<file path="src/rtl/ptlb_pkg.sv">
`timescale 1ns/1ps
package ptlb_pkg;
  typedef enum logic [2:0] {
    RES_MATCH   = 3'b000,
    RES_BADADDR = 3'b111,
    RES_NOMATCH = 3'b110,
    RES_INVALID = 3'b101,
    RES_DIRTY   = 3'b100
  } tlb_res_e;
endpackage

</file>
<file path="src/rtl/ptlb_store.sv">
`timescale 1ns/1ps
module ptlb_store #(
  parameter int ENTRIES = 16,
  parameter int VA_W    = 32,
  parameter int PA_W    = 32,
  parameter int ASID_W  = 8,
  parameter int IDX_W   = 4
) (
  input  logic              clk_i,
  input  logic              rst_ni,
  input  logic              wr_en_i,
  input  logic [IDX_W-1:0]  wr_idx_i,
  input  logic [VA_W-1:0]   wr_vpn_i,
  input  logic [VA_W-1:0]   wr_pmask_i,
  input  logic [ASID_W-1:0] wr_asid_i,
  input  logic              wr_global_i,
  input  logic [PA_W-1:0]   wr_pfn0_i,
  input  logic [PA_W-1:0]   wr_pfn1_i,
  input  logic              wr_v0_i,
  input  logic              wr_v1_i,
  input  logic              wr_d0_i,
  input  logic              wr_d1_i,
  output logic [VA_W-1:0]   vpn_o   [ENTRIES],
  output logic [VA_W-1:0]   pmask_o [ENTRIES],
  output logic [ASID_W-1:0] asid_o  [ENTRIES],
  output logic [PA_W-1:0]   pfn0_o  [ENTRIES],
  output logic [PA_W-1:0]   pfn1_o  [ENTRIES],
  output logic [ENTRIES-1:0] live_o,
  output logic [ENTRIES-1:0] glob_o,
  output logic [ENTRIES-1:0] v0_o,
  output logic [ENTRIES-1:0] v1_o,
  output logic [ENTRIES-1:0] d0_o,
  output logic [ENTRIES-1:0] d1_o
);
  for (genvar g = 0; g < ENTRIES; g++) begin : g_ent
    logic sel;
    assign sel = wr_en_i && (wr_idx_i == IDX_W'(g));

    // control bits reset so an empty table never hits
    always_ff @(posedge clk_i or negedge rst_ni) begin
      if (!rst_ni) begin
        live_o[g] <= 1'b0;
        v0_o[g]   <= 1'b0;
        v1_o[g]   <= 1'b0;
        d0_o[g]   <= 1'b0;
        d1_o[g]   <= 1'b0;
        glob_o[g] <= 1'b0;
      end else if (sel) begin
        live_o[g] <= 1'b1;
        v0_o[g]   <= wr_v0_i;
        v1_o[g]   <= wr_v1_i;
        d0_o[g]   <= wr_d0_i;
        d1_o[g]   <= wr_d1_i;
        glob_o[g] <= wr_global_i;
      end
    end

    // payload needs no reset
    always_ff @(posedge clk_i) begin
      if (sel) begin
        vpn_o[g]   <= wr_vpn_i;
        pmask_o[g] <= wr_pmask_i;
        asid_o[g]  <= wr_asid_i;
        pfn0_o[g]  <= wr_pfn0_i;
        pfn1_o[g]  <= wr_pfn1_i;
      end
    end
  end
endmodule

</file>
<file path="src/rtl/ptlb_match.sv">
`timescale 1ns/1ps
module ptlb_match #(
  parameter int VA_W      = 32,
  parameter int ASID_W    = 8,
  parameter int PAGE_BITS = 12
) (
  input  logic              live_i,
  input  logic              glob_i,
  input  logic [ASID_W-1:0] ent_asid_i,
  input  logic [VA_W-1:0]   vpn_i,
  input  logic [VA_W-1:0]   pmask_i,
  input  logic [VA_W-1:0]   va_i,
  input  logic [ASID_W-1:0] asid_i,
  output logic              hit_o,
  output logic              odd_o,
  output logic [VA_W-1:0]   half_o
);
  localparam logic [VA_W-1:0] PAIR_MASK = (VA_W'(1) << (PAGE_BITS + 1)) - VA_W'(1);

  logic [VA_W-1:0] eff;
  logic            id_ok;

  assign eff    = pmask_i | PAIR_MASK;
  assign half_o = eff >> 1;
  assign id_ok  = glob_i || (ent_asid_i == asid_i);
  assign hit_o  = live_i && id_ok && ((vpn_i & ~eff) == (va_i & ~eff));
  // top bit of the pair mask picks even/odd
  assign odd_o  = |(va_i & eff & ~half_o);
endmodule

</file>
<file path="src/rtl/ptlb_pick.sv">
`timescale 1ns/1ps
module ptlb_pick #(
  parameter int ENTRIES = 16,
  parameter int IDX_W   = 4
) (
  input  logic [ENTRIES-1:0] hit_i,
  output logic [IDX_W-1:0]   idx_o,
  output logic               any_o
);
  always_comb begin
    idx_o = '0;
    any_o = 1'b0;
    for (int i = ENTRIES - 1; i >= 0; i--) begin
      if (hit_i[i]) begin
        idx_o = IDX_W'(i);
        any_o = 1'b1;
      end
    end
  end
endmodule

</file>
<file path="src/rtl/ptlb_resolve.sv">
`timescale 1ns/1ps
module ptlb_resolve #(
  parameter int VA_W = 32,
  parameter int PA_W = 32
) (
  input  logic            any_i,
  input  logic            odd_i,
  input  logic            v0_i,
  input  logic            v1_i,
  input  logic            d0_i,
  input  logic            d1_i,
  input  logic [PA_W-1:0] pfn0_i,
  input  logic [PA_W-1:0] pfn1_i,
  input  logic [VA_W-1:0] half_i,
  input  logic [VA_W-1:0] va_i,
  input  logic            store_i,
  output logic [2:0]      res_o,
  output logic [PA_W-1:0] pa_o,
  output logic            rd_o,
  output logic            wr_o
);
  import ptlb_pkg::*;

  logic            v_sel, d_sel;
  logic [PA_W-1:0] pfn_sel;

  assign v_sel   = odd_i ? v1_i   : v0_i;
  assign d_sel   = odd_i ? d1_i   : d0_i;
  assign pfn_sel = odd_i ? pfn1_i : pfn0_i;

  always_comb begin
    res_o = RES_NOMATCH;
    pa_o  = '0;
    rd_o  = 1'b0;
    wr_o  = 1'b0;
    if (any_i) begin
      if (!v_sel) begin
        res_o = RES_INVALID;
      end else if (store_i && !d_sel) begin
        res_o = RES_DIRTY;
      end else begin
        res_o = RES_MATCH;
        pa_o  = pfn_sel | PA_W'(va_i & half_i);
        rd_o  = 1'b1;
        wr_o  = d_sel;
      end
    end
  end
endmodule

</file>
<file path="src/rtl/pair_tlb.sv">
`timescale 1ns/1ps
module pair_tlb #(
  parameter int ENTRIES   = 16,
  parameter int VA_W      = 32,
  parameter int PA_W      = 32,
  parameter int ASID_W    = 8,
  parameter int PAGE_BITS = 12,
  localparam int IDX_W    = $clog2(ENTRIES)
) (
  input  logic              clk_i,
  input  logic              rst_ni,
  input  logic              wr_en_i,
  input  logic [IDX_W-1:0]  wr_idx_i,
  input  logic [VA_W-1:0]   wr_vpn_i,
  input  logic [VA_W-1:0]   wr_pmask_i,
  input  logic [ASID_W-1:0] wr_asid_i,
  input  logic              wr_global_i,
  input  logic [PA_W-1:0]   wr_pfn0_i,
  input  logic [PA_W-1:0]   wr_pfn1_i,
  input  logic              wr_v0_i,
  input  logic              wr_v1_i,
  input  logic              wr_d0_i,
  input  logic              wr_d1_i,
  input  logic [VA_W-1:0]   va_i,
  input  logic [ASID_W-1:0] asid_i,
  input  logic              store_i,
  output logic [2:0]        res_o,
  output logic [PA_W-1:0]   pa_o,
  output logic              rd_o,
  output logic              wr_o
);
  logic [VA_W-1:0]    vpn   [ENTRIES];
  logic [VA_W-1:0]    pmask [ENTRIES];
  logic [ASID_W-1:0]  easid [ENTRIES];
  logic [PA_W-1:0]    pfn0  [ENTRIES];
  logic [PA_W-1:0]    pfn1  [ENTRIES];
  logic [VA_W-1:0]    half  [ENTRIES];
  logic [ENTRIES-1:0] live, glob, v0, v1, d0, d1, hit, odd;

  logic [IDX_W-1:0]   sel_idx;
  logic               any_hit;

  ptlb_store #(
    .ENTRIES(ENTRIES), .VA_W(VA_W), .PA_W(PA_W), .ASID_W(ASID_W), .IDX_W(IDX_W)
  ) u_store (
    .clk_i, .rst_ni, .wr_en_i, .wr_idx_i, .wr_vpn_i, .wr_pmask_i, .wr_asid_i,
    .wr_global_i, .wr_pfn0_i, .wr_pfn1_i, .wr_v0_i, .wr_v1_i, .wr_d0_i, .wr_d1_i,
    .vpn_o(vpn), .pmask_o(pmask), .asid_o(easid), .pfn0_o(pfn0), .pfn1_o(pfn1),
    .live_o(live), .glob_o(glob), .v0_o(v0), .v1_o(v1), .d0_o(d0), .d1_o(d1)
  );

  for (genvar g = 0; g < ENTRIES; g++) begin : g_cmp
    ptlb_match #(.VA_W(VA_W), .ASID_W(ASID_W), .PAGE_BITS(PAGE_BITS)) u_match (
      .live_i(live[g]), .glob_i(glob[g]), .ent_asid_i(easid[g]), .vpn_i(vpn[g]),
      .pmask_i(pmask[g]), .va_i(va_i), .asid_i(asid_i),
      .hit_o(hit[g]), .odd_o(odd[g]), .half_o(half[g])
    );
  end

  ptlb_pick #(.ENTRIES(ENTRIES), .IDX_W(IDX_W)) u_pick (
    .hit_i(hit), .idx_o(sel_idx), .any_o(any_hit)
  );

  ptlb_resolve #(.VA_W(VA_W), .PA_W(PA_W)) u_resolve (
    .any_i(any_hit), .odd_i(odd[sel_idx]),
    .v0_i(v0[sel_idx]), .v1_i(v1[sel_idx]), .d0_i(d0[sel_idx]), .d1_i(d1[sel_idx]),
    .pfn0_i(pfn0[sel_idx]), .pfn1_i(pfn1[sel_idx]), .half_i(half[sel_idx]),
    .va_i(va_i), .store_i(store_i),
    .res_o(res_o), .pa_o(pa_o), .rd_o(rd_o), .wr_o(wr_o)
  );
endmodule

</file>
<file path="config.mk">
export PLATFORM = sky130hd
export DESIGN_NAME = pair_tlb
export DESIGN_NICKNAME = d
export VERILOG_FILES = /design/src/rtl/ptlb_pkg.sv /design/src/rtl/ptlb_store.sv /design/src/rtl/ptlb_match.sv /design/src/rtl/ptlb_pick.sv /design/src/rtl/ptlb_resolve.sv /design/src/rtl/pair_tlb.sv
export SDC_FILE = /design/constraint.sdc
export NUM_CORES = 2
export LEC_CHECK = 0
export BUFFER_PORTS_ARGS = -buffer_cell sky130_fd_sc_hd__buf_2
export CORE_MARGIN = 2
export CORE_UTILIZATION = 56
export DETAILED_ROUTE_END_ITERATION = 6
export GPL_TIMING_DRIVEN = 0
export PLACE_DENSITY = 0.83
export RECOVER_POWER = 25
export SYNTH_ARGS = -nofsm -noshare
export SYNTH_HDL_FRONTEND = slang
export SYNTH_SLANG_ARGS = --single-unit
</file>
<file path="constraint.sdc">
create_clock -name clk_i -period 5.3 [get_ports clk_i]
set_input_delay 0.795 -clock clk_i [delete_from_list [all_inputs] [get_ports clk_i]]
set_output_delay 0.795 -clock clk_i [all_outputs]
set_load 0.02 [all_outputs]
</file>
==> flow_summary.json <==
{
  "synth-edff-count": 1760,
  "p_leak_nw": 31.7,
  "rsz0062_at_grt": "yes",
  "syn_nets": 5852,
  "max-vdd-ir-drop_uv": 495,
  "setup_violations": 37,
  "async_reset_ff_frac": 0.0517,
  "outcome": "finished with violations",
  "arrival_ps": 5960,
  "period_minus_slack_ps": 6750,
  "dp_hpwl_um": 223000,
  "yosys.area_share.simple": 0.0990,
  "place.gp.congestion": 1.08,
  "ys.flop_type": "edfxtp_1",
  "vias_per_cell": 7.34,
  "synth_xor_area_frac": 0.0481,
  "r2r_cells": 1,
  "finalSetupTns_ps": -47630,
  "clkLatencyLatePin_ps": 840,
  "crit_family": "buffers and inverters",
  "crit_slowest_cell": "mux2i_4",
  "drive_gt1_frac": 0.202,
  "netlist_area_um2": 78900,
  "dr.pass1.iters": 7,
  "end_kind": "output port",
  "path_cells": "buf_2 -> buf_12 -> buf_8 -> xnor2_1 -> o22ai_1 -> nor4_1 -> nand4b_1 -> buf_4 -> nand4_1 -> nor2_1 -> a22oi_2 -> buf_12 -> buf_8 -> buf_8 -> mux2i_1 -> mux2i_4 -> mux2i_4 -> o21ai_2 -> a211oi_2 -> a211o_1 -> a21boi_4 -> buf_6",
  "clock_path_buffers": 3,
  "dieArea_um2": 144000,
  "grt_max_degree": 83,
  "place_area_um2": 83500,
  "htreeDepth": 4,
  "wl_per_cell_um": 42.4,
  "ant_nets": 0,
  "ys_seq_area_frac": 0.700,
  "fin_crit_sh": 1.27,
  "cap_violations": 3,
  "synth_compound_area_frac": 0.0800,
  "worstPathRequired_ps": 4510,
  "fmax_mhz": 148,
  "boundaryPins": 226,
  "die_height_um": 379,
  "max_stage_delay_ps": 580,
  "finalNetCount": 6337,
  "cts_root_buf": "clkbuf_16",
  "hold_viol_final": 0,
  "r2r-end": "u_store.glob_o[11]",
  "synth-seq-cells": 1856,
  "die_x_um": 379,
  "port_buffers": 170,
  "cp_max_fo": 10,
  "drt_iter0_drc": 12878,
  "layout_setup_ws_ps": -1450,
  "r2r-start": "u_store.glob_o[11]",
  "crit_path_end": "pa_o[18]",
  "synth_cells": 5663,
  "synth_top_family_by_area": "simple AND/OR/NAND/NOR gates",
  "fin_area_um2": 94100,
  "hold_class": "input port to flop",
  "area_growth_pct": 19.3,
  "synth_fa_ha_area_frac": 0,
  "synth_mux_area_frac": 0.0507,
  "power_density_nw_per_um2": 353,
  "grtUsageTotal": 0.473,
  "tritoncts": "built",
  "route.detailed.drc": 10,
  "violations": "DRC, capacitance limit, slew limit, setup timing",
  "clkTransAtPathRegs_ps": 60,
  "grt_pass1_vias": 55984,
  "clock_sinks": 1856,
  "initial_utilization": 0.565,
  "cts_buffers": 184,
  "grt_antenna_before_repair": 40,
  "vias": 60207,
  "tightestPinTransition_ps": 1680,
  "slew_violations": 33,
  "cp_common_cell": "buf_8",
  "yosysWarnings": 0,
  "crit_cells": 22,
  "ys_types": 77,
  "start_kind": "input port",
  "crit_type": "input port to output port",
  "grt_pass1_wl_um": 458000,
  "overflow": 0,
  "syn_avg_cell_area_um2": 13.9,
  "slew_headroom": -0.123,
  "crit_start": "va_i[31]",
  "coreArea_um2": 140000,
  "ff2ff_setup_slack_ps": 4370,
  "clock-skew-final_ps": 0,
  "path_buf_inv": 8,
  "rows": 137,
  "drt_wl_total_um": 348000
}
[flip-flops by register name (all words and copies together), names as in the netlist]
| name | flops |
|---|---|
| u_store.pfn0_o | 512 |
| u_store.pfn1_o | 512 |
| u_store.pmask_o | 304 |
| u_store.vpn_o | 304 |
| u_store.asid_o | 128 |
| u_store.d0_o | 16 |
| u_store.d1_o | 16 |
| u_store.glob_o | 16 |
| u_store.live_o | 16 |
| u_store.v0_o | 16 |
| u_store.v1_o | 16 |
[Yosys cell counts, types with 20 or more instances]
cell,n,area share
edfxtp_1,1760,0.67
nand2_1,1209,0.058
xnor2_1,356,0.040
o22ai_1,307,0.024
and3_1,180,0.014
buf_2,142,0.0090
mux2i_1,142,0.018
a21oi_1,135,0.0086
a211oi_1,133,0.013
clkbuf_1,126,0.0060
nor2_1,123,0.0058
nand3_1,99,0.0063
dfrtp_1,96,0.030
a311oi_1,94,0.010
o21ai_0,92,0.0058
mux4_2,88,0.025
nor4_1,84,0.0067
xor2_1,74,0.0082
mux2_2,52,0.0074
buf_4,35,0.0033
a31oi_1,33,0.0026
nor3_1,30,0.0019
buf_1,27,0.0013
a221oi_1,24,0.0027
nand4_1,20,0.0016
[worst min path at each step]
stage,startpoint,to,depth (start not counted)
3_5_place_dp,u_store.live_o[2],u_store.live_o[2],1
6_report,wr_v0_i,u_store.v0_o[6],2
5_1_grt,wr_v0_i,u_store.v0_o[7],2
3_3_place_gp,u_store.live_o[6],u_store.live_o[6],1
4_1_cts,wr_v0_i,u_store.v0_o[6],2
2_1_floorplan,u_store.live_o[12],u_store.live_o[12],1
[kinds of logic after synthesis]
logic type / Yosys count
AO/OA/AOI/OAI: 933
flip-flops: 1856
buffers and inverters: 360
XOR/XNOR: 432
AND/OR/NAND/NOR: 1799
multiplexers: 283
[metal layers]
layer	GRT usage	vias to the layer above	routed length [um]
met1	0.598	29483	112000
met5	0.00823	-	265
met2	0.682	6557	147000
met4	0.321	16	31200
li1	-	22506	-
met3	0.176	1645	57800
[cell usage in the layout (no fill, tap or decap), drive strengths merged, types with 134 or more instances in the layout]
master / n
o22ai: 307
a211oi: 134
nand2: 1210
a21oi: 135
buf: 448
xnor2: 358
clkbuf: 423
edfxtp: 1760
and3: 180
mux2i: 142
[final cells by class]
type,count,area (um2)
fill,9165,45600
buffer,340,3060
antenna,27,67.6
tap,1876,2350
timing repair buffer,299,2930
clock inverter,107,1430
inverter,20,105
clock buffer,235,4920
sequential,1856,55300
multi-input combinational,3447,24000
[power by group]
group	internal (mW)	total [mW]	switching, mW
Clock	7.94	13.9	5.99
Combinational	0.786	2.54	1.76
Sequential	16.5	16.8	0.282
[timing repair]
action	in CTS	in global routing
hold buffers	1	0
pin swaps	80	40
cloned	3	0
gates resized for setup	867	114
buffers inserted	51	24
setup endpoints to repair	37	36
endpoints found under the hold margin	14	0
[per-stage QoR]
step                      cells  utilization  hold slack, ps  worst slack, ps  power (mW)
after CTS                  8159        0.669             243            -1140        32.9
after detailed placement   7763        0.597             446            -4220        19.2
final                      8207        0.674             277            -1450        33.3
after global placement     7709        0.588             445            -6960        19.1
after global routing       8185        0.673             283            -1440        33.7
after floorplan            5663            -             427            -1520        18.0
No activity file was read; power rests on OpenSTA's default activity.
